[config.mk]
export PLATFORM = sky130hd
export DESIGN_NAME = fp_cmp_mask_unit
export DESIGN_NICKNAME = d
export VERILOG_FILES = /design/src/rtl/fpcmp_pkg.sv /design/src/rtl/fpcmp_decode.sv /design/src/rtl/fpcmp_classify.sv /design/src/rtl/fpcmp_elem.sv /design/src/rtl/fp_cmp_mask_unit.sv
export SDC_FILE = /design/constraint.sdc
export NUM_CORES = 1
export LEC_CHECK = 0
export BUFFER_PORTS_ARGS = -buffer_cell sky130_fd_sc_hd__buf_2
export CORE_AREA = 4 4 435 437
export CTS_CLUSTER_SIZE = 24
export DETAILED_ROUTE_END_ITERATION = 8
export DIE_AREA = 0 0 439 441
export SLEW_MARGIN = 20
export SYNTH_ARGS = -nofsm -noshare
export SYNTH_HDL_FRONTEND = slang
export SYNTH_HIERARCHICAL = 1
export SYNTH_SLANG_ARGS = --single-unit
[constraint.sdc]
create_clock -name clk -period 4.6 [get_ports clk]
set_clock_uncertainty 0.15 [all_clocks]
set_input_delay 0.23 -clock clk [delete_from_list [all_inputs] [get_ports clk]]
set_output_delay 0.23 -clock clk [all_outputs]
set_load 0.005 [all_outputs]
[src/rtl/fpcmp_pkg.sv]
// Shared types and codes for the floating-point compare mask unit.
package fpcmp_pkg;
    localparam int LANE_W = 64;

    typedef enum logic [5:0] {
        CMP_EQ = 6'b011000,
        CMP_LE = 6'b011001,
        CMP_LT = 6'b011011,
        CMP_NE = 6'b011100,
        CMP_GT = 6'b011101,
        CMP_GE = 6'b011111
    } cmp_op_e;

    typedef enum logic [1:0] {
        SEW_8  = 2'd0,
        SEW_16 = 2'd1,
        SEW_32 = 2'd2,
        SEW_64 = 2'd3
    } sew_e;

    localparam logic [2:0] FORM_VV = 3'b001;
    localparam logic [2:0] FORM_VS = 3'b101;

    // Decoded operand: sign, magnitude bits (exponent and mantissa), class bits.
    typedef struct packed {
        logic              sign;
        logic [LANE_W-2:0] mag;
        logic              nan;
        logic              snan;
        logic              zero;
    } fp_class_t;
endpackage

[src/rtl/fpcmp_decode.sv]
// Legality decode for one compare request.
// Assumes: the request fields are valid in the cycle they are decoded.
module fpcmp_decode
    import fpcmp_pkg::*;
(
    input  logic [5:0] funct6_i,
    input  logic [2:0] form_i,
    input  logic [1:0] sew_i,
    input  logic [2:0] frm_i,
    output logic       illegal_o,
    output logic       scalar_o
);
    logic base_ok;
    logic ext_ok;
    logic form_ok;

    // Sort the opcode into the set both forms accept and the scalar-only set.
    always_comb begin
        base_ok = 1'b0;
        ext_ok  = 1'b0;
        case (funct6_i)
            CMP_EQ, CMP_LE, CMP_LT, CMP_NE: base_ok = 1'b1;
            CMP_GT, CMP_GE:                 ext_ok  = 1'b1;
            default: ;
        endcase
    end

    // Combine the opcode set with the form, the width and the rounding-mode field.
    always_comb begin
        form_ok   = ((form_i == FORM_VV) && base_ok) ||
                    ((form_i == FORM_VS) && (base_ok || ext_ok));
        illegal_o = !form_ok || (sew_i == SEW_8) || (frm_i > 3'd4);
        scalar_o  = (form_i == FORM_VS);
    end
endmodule

[src/rtl/fpcmp_classify.sv]
// Splits one raw lane into sign, magnitude and NaN/zero class for the selected width.
// Assumes: narrow values sit in the low bits of the lane; box_en_i requests the
// upper-ones check, and a failed check yields the canonical quiet NaN.
module fpcmp_classify
    import fpcmp_pkg::*;
(
    input  logic [LANE_W-1:0] raw_i,
    input  sew_e              sew_i,
    input  logic              box_en_i,
    output fp_class_t         cls_o
);
    logic              sign;
    logic [LANE_W-2:0] mag;
    logic              exp_ones;
    logic              man_nz;
    logic              quiet;
    logic              boxed;

    // Pick the field positions for the element width.
    always_comb begin
        case (sew_i)
            SEW_16: begin
                sign     = raw_i[15];
                mag      = {48'd0, raw_i[14:0]};
                exp_ones = &raw_i[14:10];
                man_nz   = |raw_i[9:0];
                quiet    = raw_i[9];
                boxed    = &raw_i[63:16];
            end
            SEW_32: begin
                sign     = raw_i[31];
                mag      = {32'd0, raw_i[30:0]};
                exp_ones = &raw_i[30:23];
                man_nz   = |raw_i[22:0];
                quiet    = raw_i[22];
                boxed    = &raw_i[63:32];
            end
            default: begin
                sign     = raw_i[63];
                mag      = raw_i[62:0];
                exp_ones = &raw_i[62:52];
                man_nz   = |raw_i[51:0];
                quiet    = raw_i[51];
                boxed    = 1'b1;
            end
        endcase
    end

    // Form the class record, replacing a badly boxed scalar by the canonical NaN.
    always_comb begin
        cls_o = '0;
        if (box_en_i && !boxed) begin
            cls_o.nan = 1'b1;
        end else begin
            cls_o.sign = sign;
            cls_o.mag  = mag;
            cls_o.nan  = exp_ones && man_nz;
            cls_o.snan = exp_ones && man_nz && !quiet;
            cls_o.zero = (mag == '0);
        end
    end
endmodule

[src/rtl/fpcmp_elem.sv]
// Compares one classified pair and reports the result bit and the invalid condition.
// Assumes: both operands are classified for the same width.
module fpcmp_elem
    import fpcmp_pkg::*;
(
    input  fp_class_t a_i,
    input  fp_class_t b_i,
    input  cmp_op_e   op_i,
    output logic      res_o,
    output logic      nv_o
);
    logic any_nan;
    logic any_snan;
    logic both_zero;
    logic eq;
    logic lt_ab;
    logic lt_ba;
    logic ordering;

    // Strict sign-magnitude less-than for ordered, not-both-zero operands.
    function automatic logic less(input fp_class_t x, input fp_class_t y);
        if (x.sign != y.sign) return x.sign;
        if (x.sign)           return x.mag > y.mag;
        return x.mag < y.mag;
    endfunction

    // Relations between the two operands.
    always_comb begin
        any_nan   = a_i.nan | b_i.nan;
        any_snan  = a_i.snan | b_i.snan;
        both_zero = a_i.zero & b_i.zero;
        eq    = !any_nan && (both_zero || (a_i.sign == b_i.sign && a_i.mag == b_i.mag));
        lt_ab = !any_nan && !both_zero && less(a_i, b_i);
        lt_ba = !any_nan && !both_zero && less(b_i, a_i);
    end

    // Select the relation the opcode asks for, and the invalid condition for it.
    always_comb begin
        case (op_i)
            CMP_EQ:  res_o = eq;
            CMP_NE:  res_o = !eq;
            CMP_LT:  res_o = lt_ab;
            CMP_LE:  res_o = lt_ab | eq;
            CMP_GT:  res_o = lt_ba;
            CMP_GE:  res_o = lt_ba | eq;
            default: res_o = 1'b0;
        endcase
        ordering = (op_i != CMP_EQ) && (op_i != CMP_NE);
        nv_o     = ordering ? any_nan : any_snan;
    end

    // Equal, less and greater come from separate logic and must never overlap.
    always_comb begin
        AST_ORDER_EXCLUSIVE: assert ($onehot0({eq, lt_ab, lt_ba}));
    end
endmodule

[src/rtl/fp_cmp_mask_unit.sv]
// Floating-point compare mask unit: evaluates one element per clock, merges the
// results into the old destination mask under vm/v0 and vl, and pulses done.
// Assumes: vs2_i and vs1_i stay stable while busy_o is high; the other inputs
// are sampled at the accepted start.
module fp_cmp_mask_unit
    import fpcmp_pkg::*;
#(
    parameter int NUM_ELEM = 8
) (
    input  logic                       clk,
    input  logic                       rst_n,
    input  logic                       start_i,
    input  logic [5:0]                 funct6_i,
    input  logic                       vm_i,
    input  logic [2:0]                 form_i,
    input  logic [1:0]                 sew_i,
    input  logic [$clog2(NUM_ELEM+1)-1:0] vl_i,
    input  logic [2:0]                 frm_i,
    input  logic [LANE_W*NUM_ELEM-1:0] vs2_i,
    input  logic [LANE_W*NUM_ELEM-1:0] vs1_i,
    input  logic [LANE_W-1:0]          scal_i,
    input  logic [NUM_ELEM-1:0]        v0_i,
    input  logic [NUM_ELEM-1:0]        old_mask_i,
    output logic                       busy_o,
    output logic                       done_o,
    output logic [NUM_ELEM-1:0]        mask_o,
    output logic                       flag_nv_o,
    output logic                       illegal_o
);
    localparam int CNT_W = $clog2(NUM_ELEM + 1);
    localparam int IDX_W = (NUM_ELEM > 1) ? $clog2(NUM_ELEM) : 1;
    localparam logic [CNT_W-1:0] MAX_VL = CNT_W'(NUM_ELEM);

    logic                busy_q, done_q, ill_q, nv_q, vm_q, scalar_q;
    logic [NUM_ELEM-1:0] mask_q, v0_q;
    logic [IDX_W-1:0]    idx_q, last_q;
    cmp_op_e             op_q;
    sew_e                sew_q;
    logic [LANE_W-1:0]   scal_q;

    logic                dec_ill, dec_scalar;
    logic [CNT_W-1:0]    vl_cl;
    logic [LANE_W-1:0]   lane_a [NUM_ELEM];
    logic [LANE_W-1:0]   lane_b [NUM_ELEM];
    logic [LANE_W-1:0]   a_raw, b_raw;
    fp_class_t           a_cls, b_cls;
    logic                elem_res, elem_nv, elem_active;

    fpcmp_decode u_decode (
        .funct6_i  (funct6_i),
        .form_i    (form_i),
        .sew_i     (sew_i),
        .frm_i     (frm_i),
        .illegal_o (dec_ill),
        .scalar_o  (dec_scalar)
    );

    // Split the operand buses into one lane per element.
    for (genvar g = 0; g < NUM_ELEM; g++) begin : g_lane
        assign lane_a[g] = vs2_i[g*LANE_W +: LANE_W];
        assign lane_b[g] = vs1_i[g*LANE_W +: LANE_W];
    end

    // Clamp the count and choose the second operand for the current element.
    always_comb begin
        vl_cl       = (vl_i > MAX_VL) ? MAX_VL : vl_i;
        a_raw       = lane_a[idx_q];
        b_raw       = scalar_q ? scal_q : lane_b[idx_q];
        elem_active = vm_q || v0_q[idx_q];
    end

    fpcmp_classify u_cls_a (
        .raw_i    (a_raw),
        .sew_i    (sew_q),
        .box_en_i (1'b0),
        .cls_o    (a_cls)
    );

    fpcmp_classify u_cls_b (
        .raw_i    (b_raw),
        .sew_i    (sew_q),
        .box_en_i (scalar_q),
        .cls_o    (b_cls)
    );

    fpcmp_elem u_elem (
        .a_i   (a_cls),
        .b_i   (b_cls),
        .op_i  (op_q),
        .res_o (elem_res),
        .nv_o  (elem_nv)
    );

    // Accept a start, step through the elements and raise the completion pulse.
    always_ff @(posedge clk) begin
        if (!rst_n) begin
            busy_q   <= 1'b0;
            done_q   <= 1'b0;
            ill_q    <= 1'b0;
            nv_q     <= 1'b0;
            vm_q     <= 1'b0;
            scalar_q <= 1'b0;
            mask_q   <= '0;
            v0_q     <= '0;
            idx_q    <= '0;
            last_q   <= '0;
            op_q     <= CMP_EQ;
            sew_q    <= SEW_64;
            scal_q   <= '0;
        end else begin
            done_q <= 1'b0;
            if (!busy_q && start_i) begin
                op_q     <= cmp_op_e'(funct6_i);
                sew_q    <= sew_e'(sew_i);
                scalar_q <= dec_scalar;
                vm_q     <= vm_i;
                v0_q     <= v0_i;
                scal_q   <= scal_i;
                mask_q   <= old_mask_i;
                nv_q     <= 1'b0;
                ill_q    <= dec_ill;
                idx_q    <= '0;
                last_q   <= IDX_W'(vl_cl - 1'b1);
                if (dec_ill || vl_cl == '0) done_q <= 1'b1;
                else                        busy_q <= 1'b1;
            end else if (busy_q) begin
                if (elem_active) begin
                    mask_q[idx_q] <= elem_res;
                    if (elem_nv) nv_q <= 1'b1;
                end
                if (idx_q == last_q) begin
                    busy_q <= 1'b0;
                    done_q <= 1'b1;
                end
                idx_q <= idx_q + 1'b1;
            end
        end
    end

    assign busy_o    = busy_q;
    assign done_o    = done_q;
    assign mask_o    = mask_q;
    assign flag_nv_o = nv_q;
    assign illegal_o = ill_q;

    AST_DONE_NOT_BUSY: assert property (@(posedge clk) disable iff (!rst_n)
        done_o |-> !busy_o);
    AST_DONE_SINGLE: assert property (@(posedge clk) disable iff (!rst_n)
        (done_o && !start_i) |=> !done_o);
    AST_IDLE_MASK_HELD: assert property (@(posedge clk) disable iff (!rst_n)
        (!busy_o && !start_i) |=> $stable(mask_o));
    AST_SEW8_ILLEGAL: assert property (@(posedge clk) disable iff (!rst_n)
        (start_i && !busy_o && sew_i == 2'd0) |=> (done_o && illegal_o));
    AST_ILLEGAL_KEEPS_OLD: assert property (@(posedge clk) disable iff (!rst_n)
        (done_o && illegal_o) |-> (mask_o == $past(old_mask_i) && !flag_nv_o));
    AST_NV_CLEARED: assert property (@(posedge clk) disable iff (!rst_n)
        (start_i && !busy_o) |=> !flag_nv_o);
endmodule

==> flow_metrics.tcl <==
set metrics [dict create \
    port_buffers 1137 \
    mostFrequentLayoutCells "1137 x buf_2, 527 x buf_4, 318 x nand2_1, 176 x a21oi_1, 119 x and2_1" \
    htree_levels 3 \
    post-route-min-period_ns 5.91 \
    synth-seq-area-share 0.126 \
    path_max_fanout 8 \
    whs_path_depth 3 \
    fmax_ghz 0.169 \
    arrival_ns 6.05 \
    power_leakage_nw 13.4 \
    setup_ws_ns -1.31 \
    seqCellArea_sq_mm 0.00202 \
    first_pass_iters 6 \
    worst_pin_slew_ns 0.950 \
    r2r_cells 25 \
    die_h_microns 441 \
    ant_nets 0 \
    p_per_area_mw_per_mm2 163 \
    rsz0062_at_grt "true" \
    grt_max_degree 71 \
    synth-xor-area-share 0.00331 \
    clockBufferDepth 2 \
    cpMostUsedCell "buf_4" \
    synth_ff_type "dfxtp_1" \
    worstSetupPathType "reg2reg" \
    setup_viol 8 \
    yosysTopAreaCell "dfxtp_1" \
    hold_viol_final 0 \
    report.final.slew_viol_count 0 \
    worstSkewPairLatency_ns 0.39 \
    multi_input_area_sq_mm 0.0134 \
    synth_area_sq_mm 0.0159 \
    start_util 0.0859 \
    ir_drop_uv 141 \
    core_sq_mm 0.185 \
    yosys-top-cells-area "dfxtp_1 13%, nand2_1 7.5%, mux2_2 7.1%" \
    ys_types 85 \
    violations "setup timing" \
    synth-adder-area-share 0.0543 \
    cap_violations 0 \
    relSlewSlack 0.360 \
    fillers 21359 \
    synth_top_family_by_area "compound AO/OA/AOI/OAI gates" \
    cp_slowest_cell "a222oi_1" \
    avgViaCountPerCell 4.38 \
    yosys.area.top_type_share 0.126 \
    synth_edf_count 0 \
    end_kind "flip-flop" \
    worstHoldStart "old_mask_i[0]" \
    place.gp.congestion 1.02 \
    cts_tree "yes" \
    post-route-period-util 1.28 \
    startpoint_type "flip-flop" \
    final_cells 6464 \
    hp-class "in2reg" \
    syn_inst 2139 \
    crit_path_max_incr_delay_ns 0.60 \
    fp.dieArea_sq_mm 0.194 \
    yosys_warnings 6 \
    cts-buffers-inserted 9 \
    fin_util 0.170 \
    wl_per_cell_microns 41.2 \
    synth_compound_area_frac 0.310 \
    io_pins 1138 \
    placed_cells 6134 \
    dp_hpwl_mm 244 \
    ctsRootBufferMaster "clkbuf_16" \
    clkSlewWorstSetupHoldPaths_ns 0.09 \
    synthMuxAreaShare 0.185 \
    grt_overflow 0 \
    final_common_cell "buf_2" \
    wl_mm 267 \
    synth-seq-cells 100 \
    nets 4967 \
    first_global_vias 26284 \
    remaining_drc_errors 0 \
    grt_use_total 0.261 \
    fp.dieW_microns 439 \
    avgSynthCellArea_sq_um 7.43 \
    vias 28324 \
    power_mw 5.14 \
    clkSinkCount 100 \
    drive_above_1_share 0.549 \
    crit_required_ns 4.74 \
    antenna_found_initial 393 \
    status "finished with violations" \
    rows 158 \
    synthArstFlopShare 0 \
    synth-simple-area-share 0.234 \
    r2r_start "idx_q[1]$_SDFFE_PP0P_" \
    grt_pass1_wl_mm 318 \
    drt_iter0_drc 3184 \
    syn2layout_area_growth_pct 98.4 \
    cp-startpoint "idx_q[1]$_SDFFE_PP0P_" \
]
## layout make-up
cell class / instances / share of cell area
Multi-Input combinational cell: 1752 / 0.426
Timing Repair Buffer: 1815 / 0.375
Tap cell: 2480 / 0.0984
Sequential cell: 100 / 0.0640
Antenna cell: 207 / 0.0164
Inverter: 94 / 0.0115
Clock buffer: 10 / 0.00726
Clock inverter: 6 / 0.00163
## registers in the layout (all words and copies together), names as in the netlist
name and cells:
done_o 1, sew_q 2, op_q 6, idx_q 3, v0_q 8, vm_q 1, flag_nv_o 1, scal_q 64
busy_o 1, illegal_o 1, last_q 3, scalar_q 1, mask_o 8
## report_power, final
part	internal, mW	switching (mW)
clock network	0.380	0.448
logic	1.53	1.82
registers	0.920	0.0431
total	2.83	2.31
## cell usage after synthesis (44+ instances only)
master and count:
nand4_1 44, nand2_1 319, nor2_1 100, buf_2 67, dfxtp_1 100, and2_1 136, clkbuf_1 85, a22oi_1 90
o21ai_0 102, a221oi_1 121, ha_1 69, inv_1 91, mux2_2 100, a21oi_1 178, mux2i_1 82
## metrics by stage
step	setup slack, ns	hold slack (ns)	setup TNS [ns]	cell area [sq um]
3_5_place_dp	-1.80	0.293	-14.60	28800
6_report	-1.31	0.0273	-10.25	31500
4_1_cts	-1.25	0.00352	-9.67	30600
5_1_grt	-1.45	0.0428	-11.22	31200
2_1_floorplan	-0.145	0.204	-0.578	16000
3_3_place_gp	-1.83	0.293	-14.72	28800
## worst paths after layout
| kind | endpoint | slack [ns] |
|---|---|---|
| setup / recovery | mask_o[7]$_SDFFE_PN0P_ | -1.31 |
| hold / removal | mask_o[0]$_SDFFE_PN0P_ | 0.03 |
| hold reg to reg | scal_q[22]$_SDFFE_PN0P_ | 0.31 |
| setup reg to reg | mask_o[7]$_SDFFE_PN0P_ | -1.31 |
## timing repair
action | CTS | global route
hold buffers | 76 | 0
gates cloned | 4 | 0
buffers inserted | 21 | 7
hold endpoints to repair | 76 | 0
setup endpoints to repair | 9 | 9
pin swaps | 49 | 44
resized for setup | 86 | 77
## critical path: cells and delay by family, from the launching register on
kind	cells	cell delay [ns]
AOI/OAI and AO/OA	9	2.08
and+or+nand+nor	7	1.31
buffers and inverters	6	1.07
muxes	2	0.47
DFF	1	0.45
adders and majority gates	1	0.25
## logic make-up (layout without fill, tap and decap cells)
family,Yosys count,in the layout
compound gates,699,700
simple gates,747,747
fa+ha+maj,69,69
mux,228,228
xor+xnor,6,6
buf+inv,289,1925
flops,100,100
other cells,1,209
## metal layers
layer  part of all wire  up-vias  track usage
met2               0.50     1923        0.460
met3              0.092      601       0.0796
li1                   -    11665            -
met5             0.0023        -            0
met4              0.047       96       0.0975
met1               0.36    14039        0.293
No activity file was read; power rests on OpenSTA's default activity.
